==> src/rtl/nia_pkg.sv <==
package nia_pkg;

    localparam int LVL_W   = 2;
    localparam int NMI_CNT = 3;

    typedef logic [LVL_W-1:0] lvl_t;

    localparam lvl_t LVL_TOP = 2'd3;

    typedef enum logic [1:0] {
        NMI_RST  = 2'd0,
        NMI_PIN  = 2'd1,
        NMI_TRAP = 2'd2
    } nmi_code_e;

    typedef struct packed {
        logic trap;
        logic pin;
        logic rst;
    } nmi_set_t;

    typedef struct packed {
        logic stb;
        logic stack;
    } entry_t;

    function automatic int vec_width(input int n_src);
        return $clog2(n_src + NMI_CNT);
    endfunction

    function automatic logic nmi_any(input nmi_set_t s);
        return s.rst | s.pin | s.trap;
    endfunction

endpackage

==> src/rtl/irq_ext_group.sv <==
module irq_ext_group #(
    parameter int N_EXT    = 2,
    parameter int GRP_PINS = 4
) (
    input  logic                      clk,
    input  logic                      rst,
    input  logic [N_EXT*GRP_PINS-1:0] pin_in,
    input  logic [N_EXT*GRP_PINS-1:0] pin_sel,
    output logic [N_EXT-1:0]          rise
);
    logic [N_EXT-1:0] line_now;
    logic [N_EXT-1:0] line_prev;

    for (genvar g = 0; g < N_EXT; g++) begin : g_grp
        assign line_now[g] = |(pin_in[g*GRP_PINS +: GRP_PINS] & pin_sel[g*GRP_PINS +: GRP_PINS]);
        assign rise[g]     = line_now[g] & ~line_prev[g];
    end

    always_ff @(posedge clk) begin
        if (rst) line_prev <= '0;
        else     line_prev <= line_now;
    end

    // a held line cannot report a second rising edge
    for (genvar g = 0; g < N_EXT; g++) begin : g_chk
        p_single_edge_r7: assert property (@(posedge clk) disable iff (rst)
            rise[g] |=> !rise[g]);
    end
endmodule

==> src/rtl/irq_pend_bank.sv <==
module irq_pend_bank #(
    parameter int N_EXT = 2,
    parameter int N_PER = 4,
    localparam int N_SRC = N_EXT + N_PER
) (
    input  logic             clk,
    input  logic             rst,
    input  logic [N_EXT-1:0] ext_rise,
    input  logic [N_PER-1:0] per_req,
    input  logic [N_SRC-1:0] clr,
    input  logic [N_SRC-1:0] ent_clr,
    output logic [N_SRC-1:0] pend
);
    for (genvar i = 0; i < N_SRC; i++) begin : g_src
        if (i < N_EXT) begin : g_edge
            always_ff @(posedge clk) begin
                if (rst) pend[i] <= 1'b0;
                else     pend[i] <= (pend[i] | ext_rise[i]) & ~clr[i] & ~ent_clr[i];
            end
            p_entry_clears_r7: assert property (@(posedge clk) disable iff (rst)
                ent_clr[i] |=> !pend[i]);
        end else begin : g_level
            always_ff @(posedge clk) begin
                if (rst) pend[i] <= 1'b0;
                else     pend[i] <= (pend[i] | per_req[i-N_EXT]) & ~clr[i];
            end
            p_entry_keeps_r9: assert property (@(posedge clk) disable iff (rst)
                (pend[i] && !clr[i]) |=> pend[i]);
        end
        p_clear_drops_r9: assert property (@(posedge clk) disable iff (rst)
            clr[i] |=> !pend[i]);
    end
endmodule

==> src/rtl/irq_two_stage_pick.sv <==
module irq_two_stage_pick
    import nia_pkg::*;
#(
    parameter int N_SRC = 6,
    localparam int VEC_W = vec_width(N_SRC)
) (
    input  logic               clk,
    input  logic               rst,
    input  logic [N_SRC-1:0]   pend,
    input  logic [N_SRC-1:0]   en,
    input  logic [2*N_SRC-1:0] lvl,
    input  lvl_t               cur,
    input  nmi_set_t           nmi_pend,
    output logic               win_valid,
    output logic               win_nmi,
    output lvl_t               win_lvl,
    output logic [VEC_W-1:0]   win_code
);
    logic [N_SRC-1:0] cand;
    lvl_t             best;
    logic             any;
    int               sel;

    for (genvar i = 0; i < N_SRC; i++) begin : g_cand
        assign cand[i] = pend[i] & en[i] & (lvl[2*i +: 2] > cur);
    end

    always_comb begin
        best = '0;
        any  = 1'b0;
        for (int i = 0; i < N_SRC; i++) begin
            if (cand[i] && (!any || lvl[2*i +: 2] > best)) begin
                best = lvl[2*i +: 2];
                any  = 1'b1;
            end
        end
        sel = 0;
        for (int i = N_SRC - 1; i >= 0; i--) begin
            if (cand[i] && lvl[2*i +: 2] == best) sel = i;
        end
        win_valid = 1'b0;
        win_nmi   = 1'b0;
        win_lvl   = '0;
        win_code  = '0;
        if (nmi_any(nmi_pend)) begin
            win_valid = 1'b1;
            win_nmi   = 1'b1;
            win_lvl   = LVL_TOP;
            if (nmi_pend.rst)      win_code = VEC_W'(NMI_RST);
            else if (nmi_pend.pin) win_code = VEC_W'(NMI_PIN);
            else                   win_code = VEC_W'(NMI_TRAP);
        end else if (any) begin
            win_valid = 1'b1;
            win_lvl   = best;
            win_code  = VEC_W'(sel + NMI_CNT);
        end
    end

    p_win_above_level_r3: assert property (@(posedge clk) disable iff (rst)
        (win_valid && !win_nmi) |-> (win_lvl > cur));
    p_nmi_first_r4: assert property (@(posedge clk) disable iff (rst)
        nmi_pend.rst |-> (win_nmi && win_code == '0));
endmodule

==> src/rtl/nest_irq_arbiter.sv <==
module nest_irq_arbiter
    import nia_pkg::*;
#(
    parameter int N_EXT    = 2,
    parameter int GRP_PINS = 4,
    parameter int N_PER    = 4,
    localparam int N_SRC   = N_EXT + N_PER,
    localparam int VEC_W   = vec_width(N_SRC)
) (
    input  logic                      clk,
    input  logic                      rst,
    input  logic [N_EXT*GRP_PINS-1:0] pin_in,
    input  logic [N_EXT*GRP_PINS-1:0] pin_sel,
    input  logic [N_PER-1:0]          per_req,
    input  logic [N_SRC-1:0]          src_en,
    input  logic [2*N_SRC-1:0]        src_lvl,
    input  logic [N_SRC-1:0]          src_clr,
    input  logic                      nmi_reset,
    input  logic                      nmi_pin,
    input  logic                      nmi_trap,
    input  logic                      core_ack,
    input  logic                      core_ready,
    input  logic                      ret_stb,
    input  logic [1:0]                ret_lvl,
    output logic [1:0]                cur_lvl,
    output logic                      win_valid,
    output logic [VEC_W-1:0]          win_vec,
    output logic                      ent_stb,
    output logic [VEC_W-1:0]          ent_vec,
    output logic                      ent_stack,
    output logic                      wake
);
    logic [N_EXT-1:0] ext_rise;
    logic [N_SRC-1:0] pend;
    logic [N_SRC-1:0] ent_clr;
    nmi_set_t         nmi_pend;
    nmi_set_t         nmi_take;
    logic             nmi_pin_q;
    logic             armed;
    logic             accept;
    logic             win_nmi;
    lvl_t             win_lvl;
    lvl_t             lvl_q;
    entry_t           ent_q;
    logic [VEC_W-1:0] ent_vec_q;

    irq_ext_group #(.N_EXT(N_EXT), .GRP_PINS(GRP_PINS)) u_grp (
        .clk(clk), .rst(rst), .pin_in(pin_in), .pin_sel(pin_sel), .rise(ext_rise)
    );

    irq_pend_bank #(.N_EXT(N_EXT), .N_PER(N_PER)) u_pend (
        .clk(clk), .rst(rst), .ext_rise(ext_rise), .per_req(per_req),
        .clr(src_clr), .ent_clr(ent_clr), .pend(pend)
    );

    irq_two_stage_pick #(.N_SRC(N_SRC)) u_pick (
        .clk(clk), .rst(rst), .pend(pend), .en(src_en), .lvl(src_lvl),
        .cur(lvl_q), .nmi_pend(nmi_pend), .win_valid(win_valid),
        .win_nmi(win_nmi), .win_lvl(win_lvl), .win_code(win_vec)
    );

    assign accept = core_ack & armed & win_valid;

    for (genvar i = 0; i < N_SRC; i++) begin : g_entclr
        assign ent_clr[i] = accept & ~win_nmi & (win_vec == VEC_W'(i + NMI_CNT));
    end

    always_comb begin
        nmi_take      = '0;
        nmi_take.rst  = accept & win_nmi & (win_vec == VEC_W'(NMI_RST));
        nmi_take.pin  = accept & win_nmi & (win_vec == VEC_W'(NMI_PIN));
        nmi_take.trap = accept & win_nmi & (win_vec == VEC_W'(NMI_TRAP));
    end

    always_ff @(posedge clk) begin
        if (rst) begin
            nmi_pend  <= '0;
            nmi_pin_q <= 1'b0;
            lvl_q     <= LVL_TOP;
            armed     <= 1'b1;
            ent_q     <= '0;
            ent_vec_q <= '0;
        end else begin
            nmi_pin_q     <= nmi_pin;
            nmi_pend.rst  <= (nmi_pend.rst  | nmi_reset) & ~nmi_take.rst;
            nmi_pend.pin  <= (nmi_pend.pin  | (nmi_pin & ~nmi_pin_q)) & ~nmi_take.pin;
            nmi_pend.trap <= (nmi_pend.trap | nmi_trap) & ~nmi_take.trap;
            ent_q.stb     <= accept;
            if (accept) begin
                lvl_q       <= win_nmi ? LVL_TOP : win_lvl;
                armed       <= 1'b0;
                ent_vec_q   <= win_vec;
                ent_q.stack <= ~(win_nmi & (win_vec == VEC_W'(NMI_RST)));
            end else begin
                if (ret_stb)    lvl_q <= ret_lvl;
                if (core_ready) armed <= 1'b1;
            end
        end
    end

    assign cur_lvl   = lvl_q;
    assign ent_stb   = ent_q.stb;
    assign ent_stack = ent_q.stack;
    assign ent_vec   = ent_vec_q;
    assign wake      = (|(pend[N_EXT-1:0] & src_en[N_EXT-1:0])) | nmi_any(nmi_pend);

    p_nmi_level_top_r5: assert property (@(posedge clk) disable iff (rst)
        (accept && win_nmi) |=> (cur_lvl == LVL_TOP));
    p_mask_level_load_r5: assert property (@(posedge clk) disable iff (rst)
        (accept && !win_nmi) |=> (cur_lvl == $past(win_lvl)));
    p_unarmed_ignored_r10: assert property (@(posedge clk) disable iff (rst)
        (core_ack && !armed) |=> !ent_stb);
    p_reset_no_stack_r6: assert property (@(posedge clk) disable iff (rst)
        (ent_stb && ent_vec == VEC_W'(NMI_RST)) |-> !ent_stack);
    p_restore_r11: assert property (@(posedge clk) disable iff (rst)
        (ret_stb && !accept) |=> (cur_lvl == $past(ret_lvl)));
endmodule

==> config.mk <==
export PLATFORM = sky130hd
export DESIGN_NAME = nest_irq_arbiter
export DESIGN_NICKNAME = d
export VERILOG_FILES = /design/src/rtl/nia_pkg.sv /design/src/rtl/irq_ext_group.sv /design/src/rtl/irq_pend_bank.sv /design/src/rtl/irq_two_stage_pick.sv /design/src/rtl/nest_irq_arbiter.sv
export SDC_FILE = /design/constraint.sdc
export NUM_CORES = 1
export LEC_CHECK = 0
export CORE_UTILIZATION = 35
export CTS_BUF_LIST = sky130_fd_sc_hd__clkbuf_4 sky130_fd_sc_hd__clkbuf_8 sky130_fd_sc_hd__clkbuf_16
export DETAILED_ROUTE_END_ITERATION = 10
export DONT_BUFFER_PORTS = 1
export PLACE_DENSITY = 0.58
export SYNTH_ARGS = -nofsm -noshare
export SYNTH_HDL_FRONTEND = slang
export SYNTH_SLANG_ARGS = --single-unit
export TNS_END_PERCENT = 30
==> constraint.sdc <==
create_clock -name clk -period 19.2 [get_ports clk]
set_input_delay 3.84 -clock clk [delete_from_list [all_inputs] [get_ports clk]]
set_output_delay 3.84 -clock clk [all_outputs]
set_load 0.01 [all_outputs]
=== Yosys cells after proc, flatten, opt, wreduce, memory -nomap -nowiden ===
Cells that the tools add are included.

* Register bits after elaboration: 21
* Latch bits: 0
* Bits in writable memories: 0
* Memory bits (read-only): 0
* Input bits: 54
* Logic and storage cells: 164
* Memories: 0

* Add/subtract/negate cells: 1
* Multiply operators: 0
* Div/mod/pow operators: 0
* $lt $le $gt $ge: 11
* Equality and inequality tests: 10
* Shift-type cells: 0
* Muxes and demuxes: 32
* Bitwise gates (word level): 67
* Reductions and logical operators: 27

{| class="wikitable"
|+ Operators with widths
! kind !! number
|-
| $and 1x1->1 || 36
|-
| $mux 2 || 12
|-
| $gt 2x2->1 || 11
|-
| $mux 3 || 6
|-
| $not 1->1 || 16
|-
| $eq 2x2->1 || 6
|-
| $mux 4 || 3
|-
| $or 1x1->1 || 12
|-
| $logic_and 1x1->1 || 11
|-
| $mux 1 || 11
|-
| $and 4x4->4 || 2
|-
| $eq 4x2->1 const B || 2
|-
| $reduce_or 4->1 || 2
|-
| $logic_not 1->1 || 5
|-
| $logic_or 1x1->1 || 5
|-
| $add 3x2->4 const B || 1
|-
| $eq 4x1->1 const B || 1
|-
| $eq 4x3->1 const B || 1
|-
| $logic_not 4->1 || 1
|-
| $reduce_bool 2->1 || 2
|-
| $and 2x2->2 || 1
|-
| $reduce_or 2->1 || 1
|}

=== Longest topological paths before layout ===
Gate-level depths: netlist of the first run.

* Depth in word-level cells: 38
* Gate-level depth with buffers: 49
* Depth with buffers taken out: 48

=== Hierarchy ===
A second synthesis of the first run with hierarchy kept.

* Cells, all modules: 275
* Area total of the unflattened synthesis: 2234.6 µm²

{| class="wikitable"
|+ Modules (own cells, without submodules)
! module !! times used !! cells each !! area an instance (µm²)
|-
| irq_two_stage_pick || 1 || 178 || 1371.3
|-
| nest_irq_arbiter || 1 || 69 || 585.6
|-
| irq_pend_bank || 1 || 18 || 187.7
|-
| irq_ext_group || 1 || 10 || 90.1
|}

=== Worst setup path after synthesis of the first run ===
Ideal clock, no wire load.

* Path kind: input to output
* From: in src_lvl[0]
* To: out win_vec[1]
* Arrival: 11.727 ns
* Setup slack: 3.633 ns
* Stages on the path: 44
* Path buffers: 1
* Path through: inv_1 > ha_1 > nand2_1 > o2111a_2 > nand2_1 > ha_1 > nor2b_1 > o21ai_0 > a21oi_1 > a21oi_1 > ha_1 > nor2b_1 > o21ai_1 > o21ai_1 > a221o_2 > o31ai_1 > ha_1 > nor2b_1 > [... 8 more ...] > nor2_2 > a221oi_4 > o21bai_2 > ha_1 > a211oi_1 > o21bai_1 > clkbuf_1 > a21oi_1 > a21oi_1 > o21ai_1 > o21bai_1 > o211a_1 > o21a_1 > inv_1 > ha_1 > nor2_1 > nor2_1 > nor3_1

* Longest elaborated chain between the ends: 34
* Elaborated cells between the ends (all ways): 55
* Those cells by class: add/sub (1); order compare (6); eq/ne (6); mux (20); bitwise (1); reduce/logical (21)

{| class="wikitable"
|+ RTL lines
! item !! line !! source
|-
| from (decl) || nest_irq_arbiter.sv:16 || <nowiki>input logic [2*N_SRC-1:0] src_lvl,</nowiki>
|-
| $gt 2x2->1 || irq_two_stage_pick.sv:25 || <nowiki>assign cand[i] = pend[i] & en[i] & (lvl[2*i +: 2] > cur);</nowiki>
|-
| $and 1x1->1 || irq_two_stage_pick.sv:25 ||
|-
| $mux 2 or $mux 1 (tied branches) || irq_two_stage_pick.sv:32 || <nowiki>if (cand[i] && (!any || lvl[2*i +: 2] > best)) begin</nowiki>
|-
| $gt 2x2->1 or $logic_not 1->1 (tied branches) || irq_two_stage_pick.sv:32 ||
|-
| $logic_or 1x1->1 || irq_two_stage_pick.sv:32 ||
|-
| $logic_and 1x1->1 || irq_two_stage_pick.sv:32 ||
|-
| $mux 2 or $mux 1 (tied branches) || irq_two_stage_pick.sv:32 ||
|-
| $gt 2x2->1 or $logic_not 1->1 (tied branches) || irq_two_stage_pick.sv:32 ||
|-
| [... 13 more ...] || - ||
|-
| $logic_and 1x1->1 || irq_two_stage_pick.sv:32 ||
|-
| $mux 2 || irq_two_stage_pick.sv:32 ||
|-
| $eq 2x2->1 || irq_two_stage_pick.sv:39 || <nowiki>if (cand[i] && lvl[2*i +: 2] == best) sel = i;</nowiki>
|-
| $logic_and 1x1->1 || irq_two_stage_pick.sv:39 ||
|-
| $mux 3 (6 in series) || irq_two_stage_pick.sv:39 ||
|-
| $add 3x2->4 || irq_two_stage_pick.sv:55 || <nowiki>win_code = VEC_W'(sel + NMI_CNT);</nowiki>
|-
| $mux 4 * || irq_two_stage_pick.sv:52 || <nowiki>end else if (any) begin</nowiki>
|-
| $mux 4 * || irq_two_stage_pick.sv:45 || <nowiki>if (nmi_any(nmi_pend)) begin</nowiki>
|-
| to (decl) || nest_irq_arbiter.sv:27 || <nowiki>output logic [VEC_W-1:0] win_vec,</nowiki>
|}

Every way passes the cells marked *; elsewhere a longest branch is shown, timed or not.

=== Worst setup path after layout of the first run ===
Ends and elaborated chain as after synthesis.

==> impl_summary.md, run 1 <==
Run status
The flow ran to the end, and the final reports show no timing, DRC or antenna violations.

Synthesis
The area share of the largest cell type after synthesis is between 20 and 25%. The fraction of registers with async set or reset after synthesis is 0%. The post-synthesis cell count is approximately 250.

The mapped netlist covers 0.00208 sq mm. The Yosys step of the flow raised 0 warnings. The net count after synthesis is 330. In the synthesized netlist the dominant register cell turns out to be sky130_fd_sc_hd__dfxtp_1. Dividing the synthesized area by the synthesized cell count gives a little over 8 sq um.

The sequential element share of the synthesized area is 20.2%. The flip-flop and latch count after synthesis is 21. The synthesized design contains 0 enable-type register cells. By area the synthesized netlist is led by sky130_fd_sc_hd__dfxtp_1 (20%), sky130_fd_sc_hd__ha_1 (14%), sky130_fd_sc_hd__nor2_1 (4.3%). The post-synthesis cell type with the largest combined area is sky130_fd_sc_hd__dfxtp_1.

The count of unique library cells instantiated by Yosys is 64.

Layout
The final design instance area without fill is 0.00220 sq mm. The final net count is between 300 and 400. The fraction of the core area covered by cells at the end of the flow is 39.2%. The storage element area is roughly 420 sq um. Fill cells in the final layout number 630. The ratio of cells with drive above 1 in the final layout is 10.3%. The multi-input combinational cells in the finished layout cover a total of roughly 0.0016 sq mm. The repair_antennas step left the layout with diodes totalling 0.

The post-synthesis to final-layout area growth is 5.96%.

Floorplanning
Once the floorplan was initialized, standard cells occupied between 30% and 40% of the core. The die covers about 0.0062 sq mm. After floorplanning, the core was sized to cover around 0.0056 sq mm. The total I/O pin count is 68. In this run the vertical extent of the chip is 79.0 um.

The die outline width is 79.0 um. The number of rows created at floorplan is 27.

Worst setup path
The data arrival time of the worst path is about 13000 ps. The largest stage delay on the critical path is about 480 ps. The highest-delay cell along the critical path is sky130_fd_sc_hd__nor3_1. In this design, the largest share of critical-path delay is due to compound AO/OA/AOI/OAI gates. The kind of capture point of the worst setup path is an output port. The required time of the critical path is 15360 ps. The category of the critical setup timing path is in -> out.

The most used cell along the critical path is sky130_fd_sc_hd__ha_1. The endpoint of the worst register-to-register path is u_pend.pend[1]. The count of buffering cells on the critical path with inverters included is 2. The slack of the worst reg-to-reg path is between 9000 and 10000 ps. The most critical setup path has its endpoint at win_vec[1].

The logic depth of the worst path, buffers included is 43. STA classifies the critical path startpoint as an input port. The highest net fanout along the worst path is 13.

In this run the critical register-to-register path is launched from cur_lvl[1]. Measured in cells, the most critical reg-to-reg path has a length of 45. In this run the worst setup path begins at src_lvl[0].

Routing
After detailed routing, the number of remaining DRC violations is 0. Dividing the detail-routed wire length by the instance count gives about 16 um. The detail route stage leaves a number of antenna-violating nets equal to 0. In the routed layout, each cell is associated on average with a via count of ~6. Before antenna repair, the detailed router went through 4 iterations. The count of routing violations after the opening detailed-route iteration is slightly below 70. The routed wire length is ~5 mm.

Summing over every cut layer, the via total after detailed routing is roughly 1900.

Clock tree
The cell at the root of the clock tree is sky130_fd_sc_hd__clkbuf_8. CTS built an H-tree with a depth of 1. After clock tree synthesis, the clock-pin slew on the worst setup and hold paths is ~70 ps. The total of cells resized after clock tree synthesis is 0.

The tree built by TritonCTS fans out to 21 sinks. TritonCTS built the clock tree. The worst-skew pair later-pin latency is approximately 260 ps. The clock buffer count from CTS is 3. The number of buffers added to fix hold violations after cts is 0.

The number of buffers between clock root and the deepest sink is 2. Post-CTS timing repair inserted 0 buffers for setup.

Timing
The final sum of negative setup slack is 0 ps. The number of pins with negative max-slew slack in the final report is 0. Based on the critical path, the design can be clocked at up to 59.8 MHz.

The slew of the pin with the lowest slew margin is 857 ps. The count of endpoints failing hold in the final timing report was 0. Setup violations remaining at the end of the flow were counted as 0. Setup repair after global routing left no endpoint under its margin. Setup slack closes at roughly 2500 ps. The worst pin sits at a relative slew slack of 42.8%. Subtracting the final worst setup slack from the clock period gives 16720 ps. Between clock sinks in the finished design, the worst skew comes to 8.22 ps. Dividing the final minimum period by the clock period gives between 80 and 90%.

Power and ir drop
The part of the power in combinational logic is a little over 30%. The cell area power density is roughly 52 mW/mm^2. In this run switching power makes up around a third of total power.

The net load switching power is about 38 uW. For this design the static power due to leakage is slightly below 0.9 nW. Per report_power, the clock group accounts for roughly a quarter of the total. The share of total power dissipated in sequential elements is a little over two fifths. The maximum ir drop on the vdd rail is between 0.00003 and 0.00004 V. The internal power contribution is about 80 uW.

GRT
For this run the aggregate overflow at the end of global routing stands at 0. The first global-routing pass estimated around 8.5 mm of wire. The number of antenna violations at the first check in global routing is 0. The number of global-route vias before repair is about 1800.

The pin count of the biggest net entering global routing is 24. The overall routing resource usage is roughly 17%.

Min path
The worst hold path belongs to the class reg -> reg.

Placement
Summed over all nets, the half-perimeter wirelength after detailed placement is between 4 and 5 mm. The count of buffers from port buffering is 0. The worst setup slack after placement is around 2500 ps. The placed standard-cell area is 0.00215 sq mm. The placer's final routability congestion estimate is 0.928.

Run
The tool flagged a number of max-cap violations equal to 0.
==> cells in the mapped netlist, drive strengths merged (4+ instances only) <==
| cell | n |
|---|---|
| ha | 23 |
| nor2b | 13 |
| nand2 | 20 |
| o2111ai | 6 |
| nand3 | 4 |
| dfxtp | 21 |
| or3 | 5 |
| o21ai | 14 |
| o21bai | 4 |
| nor3 | 16 |
| xnor2 | 4 |
| inv | 14 |
| xor2 | 4 |
| a22oi | 7 |
| clkbuf | 4 |
| nor2 | 26 |
| o211a | 4 |
| a21oi | 16 |
==> registers in the layout, indices dropped and copies added, names as in the netlist <==
| name | flops |
|---|---|
| armed | 1 |
| cur_lvl | 2 |
| ent_stack | 1 |
| ent_stb | 1 |
| ent_vec | 4 |
| nmi_pend | 3 |
| nmi_pin_q | 1 |
| u_grp.line_prev | 2 |
| u_pend.pend | 6 |
==> worst min-delay path by stage <==
stage | startpoint | end | slack [ps] | cells past startpoint
floorplan | u_pend.pend[4] | u_pend.pend[4] | 450 | 2
global placement | u_pend.pend[4] | u_pend.pend[4] | 460 | 2
detailed placement | u_pend.pend[4] | u_pend.pend[4] | 470 | 2
CTS | u_pend.pend[4] | u_pend.pend[4] | 480 | 2
global route | u_pend.pend[4] | u_pend.pend[4] | 490 | 2
finish | u_pend.pend[4] | u_pend.pend[4] | 480 | 2
==> cell families after synthesis <==
group	Yosys count	share of synthesized area, %
buf+inv	18	3.25
mux	3	1.45
xor+xnor	8	3.37
simple gates	94	23.3
compound gates	86	34.6
flops	21	20.2
fa+ha+maj	23	13.9
==> cell usage in the layout, fill, tap and decap left out, types with 7 or more instances in the layout <==
cell | Yosys | final
sky130_fd_sc_hd__a22oi_1 | 7 | 7
sky130_fd_sc_hd__inv_1 | 14 | 14
sky130_fd_sc_hd__a21oi_1 | 16 | 16
sky130_fd_sc_hd__dfxtp_1 | 21 | 21
sky130_fd_sc_hd__ha_1 | 23 | 23
sky130_fd_sc_hd__o21ai_0 | 8 | 8
sky130_fd_sc_hd__nor3_1 | 16 | 16
sky130_fd_sc_hd__nand2_1 | 20 | 20
sky130_fd_sc_hd__nor2_1 | 24 | 24
sky130_fd_sc_hd__nor2b_1 | 10 | 10
==> power groups by stage <==
stage | sequential, mW | combinational, mW | clock [mW]
2_1_floorplan | 0.0502 | 0.0295 | 0
4_1_cts | 0.0502 | 0.0353 | 0.0308
3_5_place_dp | 0.0512 | 0.0351 | 0
6_report | 0.0502 | 0.0350 | 0.0303
5_1_grt | 0.0507 | 0.0404 | 0.0325
3_3_place_gp | 0.0512 | 0.0344 | 0
==> cell type report <==
class	instances	share of cell area [%]
inverter	14	2.39
tap	72	4.09
multi-input combinational	214	72.2
sequential	21	19.1
clock buffer	4	2.22
==> worst register-to-register path, delay by kind of cell, from the launching register on <==
family                   cells  cell delay, ps
AO/OA/AOI/OAI               23            5290
XOR/XNOR                     1             150
buffers and inverters        2             310
flip-flops                   1             410
AND/OR/NAND/NOR             12            1910
adder cells (fa/ha/maj)      7            1970
==> metal layers <==
layer | part of all wire, % | wire length [um] | GRT usage [%]
met1 | 49 | 2510 | 23.6
met3 | 5.7 | 290 | 3.79
met5 | 0 | 0 | 0
met4 | 1.9 | 95 | 5.09
met2 | 43 | 2220 | 25.9
==> metrics by stage <==
stage	cells	power, mW	hold slack (ps)
finish	325	0.115	481
global route	325	0.124	494
CTS	325	0.116	482
detailed placement	321	0.0863	468
global placement	321	0.0856	463
floorplan	253	0.0797	454
Power figures use the tool's default switching activity.
==> inputs of run 2 (changes only) <==
Settings changed: CORE_ASPECT_RATIO set to 1.1.
==> run 2 against run 1 <==
First-iteration DRC count is 94% higher. Combinational power hardly changed. Clock skew is 3.7 ps lower. Clock-buffer cell count stayed put. Setup slack worse by 130 ps. Sequential share of layout area is 0.054 points lower. Non-clock buffer count stayed put. Via count is 2.2% higher. Wire length is 3.9% higher. Critical path type unchanged.
==> impl_summary.md, run 2 (synthesis gave the netlist of run 1 again) <==
Routing
The routed wire length is 5.32 mm (+3.9%). The routed length per instance is 16.1 um (+2.3%). The count of routing violations after the opening detailed-route iteration is 132 (+94%). The DRC violation count after routing is 0 (unchanged). The first-pass iteration count of the detailed router is 4 (unchanged). The post-route antenna net violation count is 0 (unchanged). The number of vias per cell after detailed routing came to 5.90 (+0.66%). The count of vias placed by the detailed router came to 1946 (+2.2%).

Timing
The share of the clock period used by the worst path after layout is 87.8% (+0.70 points). The final sum of negative setup slack came to 0 ps (unchanged). The number of pins with negative max-slew slack in the final report came to 0 (unchanged).

The count of endpoints failing hold in the final timing report came to 0 (unchanged). The highest clock rate is 59.3 MHz (-0.80%). The minimum clock period after layout is 16850 ps (+134 ps). The slew of the pin with the lowest slew margin is 846 ps (-10.4 ps).

The worst setup margin is 2350 ps (-134 ps). The worst clock skew on the final layout is 4.48 ps (-3.74 ps). The relative slew slack is 43.5% (+0.70 points). The number of setup violations in the final report is 0 (unchanged). The worst hold slack across all endpoints came to 488 ps (+7.38 ps). Setup repair after global routing left no endpoint under its margin.

Worst setup path
The worst reg-to-reg path cell count is 45 (unchanged). The source of the worst register-to-register timing path is cur_lvl[1]. The slack of the worst reg-to-reg path is 8910 ps (-150 ps). The largest stage delay on the critical path was 520 ps (+40 ps). The worst setup path is captured at an output port. The required time of the critical path came to 15360 ps (about the same). The highest net fanout along the worst path is 13 (unchanged). The data arrival time of the worst path is 13010 ps (+130 ps).

The endpoint of the worst register-to-register path is u_pend.pend[1]. The most numerous cell type found on the critical path is sky130_fd_sc_hd__ha_1. The critical path in this run is classified as in -> out. The highest-delay cell along the critical path is sky130_fd_sc_hd__a211oi_1. The kind of start point of the critical path is an input port.

Run status
The run finished with clean final reports.

Power and ir drop
The portion of total power attributed to the clock network was 25.9% (-0.4 points). The net load switching power is 37.6 uW (-0.36%). The switching share of total power is 32.6% (-0.074 points). The internal power contribution was 77.8 uW (about the same).

The maximum ir drop on the vdd rail came to 0.0000444 V (+25%). The standby leakage power is 0.893 nW (unchanged). The sequential power share was 43.5% (about the same).

The cell area power density was 52.3 mW/mm^2 (-0.42%). The part of the power in combinational logic is 30.5% (+0.2 points).

Layout
Leaving out fill and tap cells, the most frequent cells in the layout are sky130_fd_sc_hd__nor2_1 (24), sky130_fd_sc_hd__ha_1 (23), sky130_fd_sc_hd__dfxtp_1 (21). The count of placed standard cells in the final layout, fillers left out is 330 (+1.5%). The most common cell after layout, fill and taps aside is sky130_fd_sc_hd__nor2_1. The number of antenna repair diodes is 0 (unchanged).

Ranked by flip-flop count, first place goes to u_pend.pend. The final net count came to 331 (unchanged). The number of flip-flops under the largest register name came to 6 (unchanged). The area growth from synthesis to layout is 6.27%. The ratio of cells with drive above 1 in the final layout came to 10.3% (unchanged).

Floorplanning
The die outline width is 75.5 um (-4.5%). The die span in y is 82.8 um (+4.8%). The number of rows created at floorplan is 29 (+7.4%). The area of the core came to 0.00573 sq mm (+2.2%). The total I/O pin count is 68 (unchanged). The floorplan die area is 0.00625 sq mm (about the same).

The initial cell density of the core is 36.2% (-0.81 points).

Clock tree
The register clock-pin slew on the reported worst setup and hold paths is 80 ps (about the same). The total of cells resized after clock tree synthesis came to 0 (unchanged). The number of buffers added to fix hold violations after cts is 0 (unchanged). The maximum level of the CTS H-tree is 1 (unchanged). The TritonCTS clock tree is yes. The clock sink count was 21 (unchanged).

The worst-skew pair later-pin latency is 260 ps (about the same). The number of buffers between clock root and the deepest sink was 2 (unchanged). The clock buffer count from CTS is 3 (unchanged). The post-CTS setup buffer count came to 0 (unchanged). The tree is rooted in a sky130_fd_sc_hd__clkbuf_8.

Min path
The worst hold path terminates at u_pend.pend[4]. The number of cells on the worst hold path is 2 (unchanged). The worst hold path begins at u_pend.pend[4]. The worst hold path belongs to the class reg -> reg.

Run
The number of max-capacitance violations reported is 0 (unchanged).

GRT
The number of antenna violations at the first check in global routing is 0 (unchanged). The total congestion overflow is 0 (unchanged). The first-pass GRT wire length was 8.37 mm (-1.8%). The pin count of the biggest net entering global routing was 24 (unchanged).

The number of global-route vias before repair came to 1781 (-2.8%). The overall routing resource usage came to 17.3% (+0.38 points).

Placement
The worst setup slack after placement is 2400 ps (-63.8 ps). The number of instances in the placed design is 326 (+1.6%). The placer's final routability congestion estimate is 0.833 (-10%). The count of buffers from port buffering is 0 (unchanged). The half-perimeter wire length after detailed placement is 4.37 mm (+0.80%).
## run 2: cell counts in the layout (fill, tap and decap cells not counted)
Identical to the previous run, type by type.
## run 2: worst max-delay path, delay by kind of cell
family	cells	cell delay, ps
AO/OA/AOI/OAI	22	5170
buffers and inverters	2	160
AND/OR/NAND/NOR	11	1730
XOR/XNOR	1	150
adder cells (fa/ha/maj)	7	1930
## run 2: worst max path at each step
stage                     from          to  slack [ps]  cells after the start
floorplan           src_lvl[0]  win_vec[1]        3630                     44
global placement    src_lvl[1]  win_vec[1]        2530                     42
detailed placement  src_lvl[0]  win_vec[1]        2400                     43
CTS                 src_lvl[0]  win_vec[1]        2340                     43
global route        src_lvl[0]  win_vec[1]        1700                     43
finish              src_lvl[0]  win_vec[1]        2350                     43
## run 2: metrics by stage
step,utilization (%),power [mW],cell area (sq um)
final,38.5,0.115,2210
after detailed placement,37.6,0.0864,2160
after global placement,37.6,0.0853,2160
after floorplan,-,0.0797,2080
after global routing,38.5,0.123,2210
after CTS,38.5,0.117,2210
## run 2: power groups by stage
stage / Sequential [mW] / Combinational (mW) / Clock (mW)
final: 0.0502 / 0.0352 / 0.0299
after global routing: 0.0506 / 0.0402 / 0.0318
after CTS: 0.0503 / 0.0352 / 0.0310
after detailed placement: 0.0513 / 0.0351 / 0
after global placement: 0.0513 / 0.0340 / 0
after floorplan: 0.0502 / 0.0295 / 0
## run 2: final cells by class
type,instances,area [sq um]
tap,77,96.3
multi-input combinational,214,1590
fill,635,3530
clock buffer,4,48.8
inverter,14,52.6
sequential,21,420
## run 2: routing by layer
layer / vias up / track usage [%] / part of all wire (%)
met5: - / 0 / 0
met4: 0 / 5.37 / 1.0
met3: 4 / 2.66 / 8.1
met2: 61 / 29.6 / 49
met1: 919 / 22.2 / 42
li1: 962 / - / -
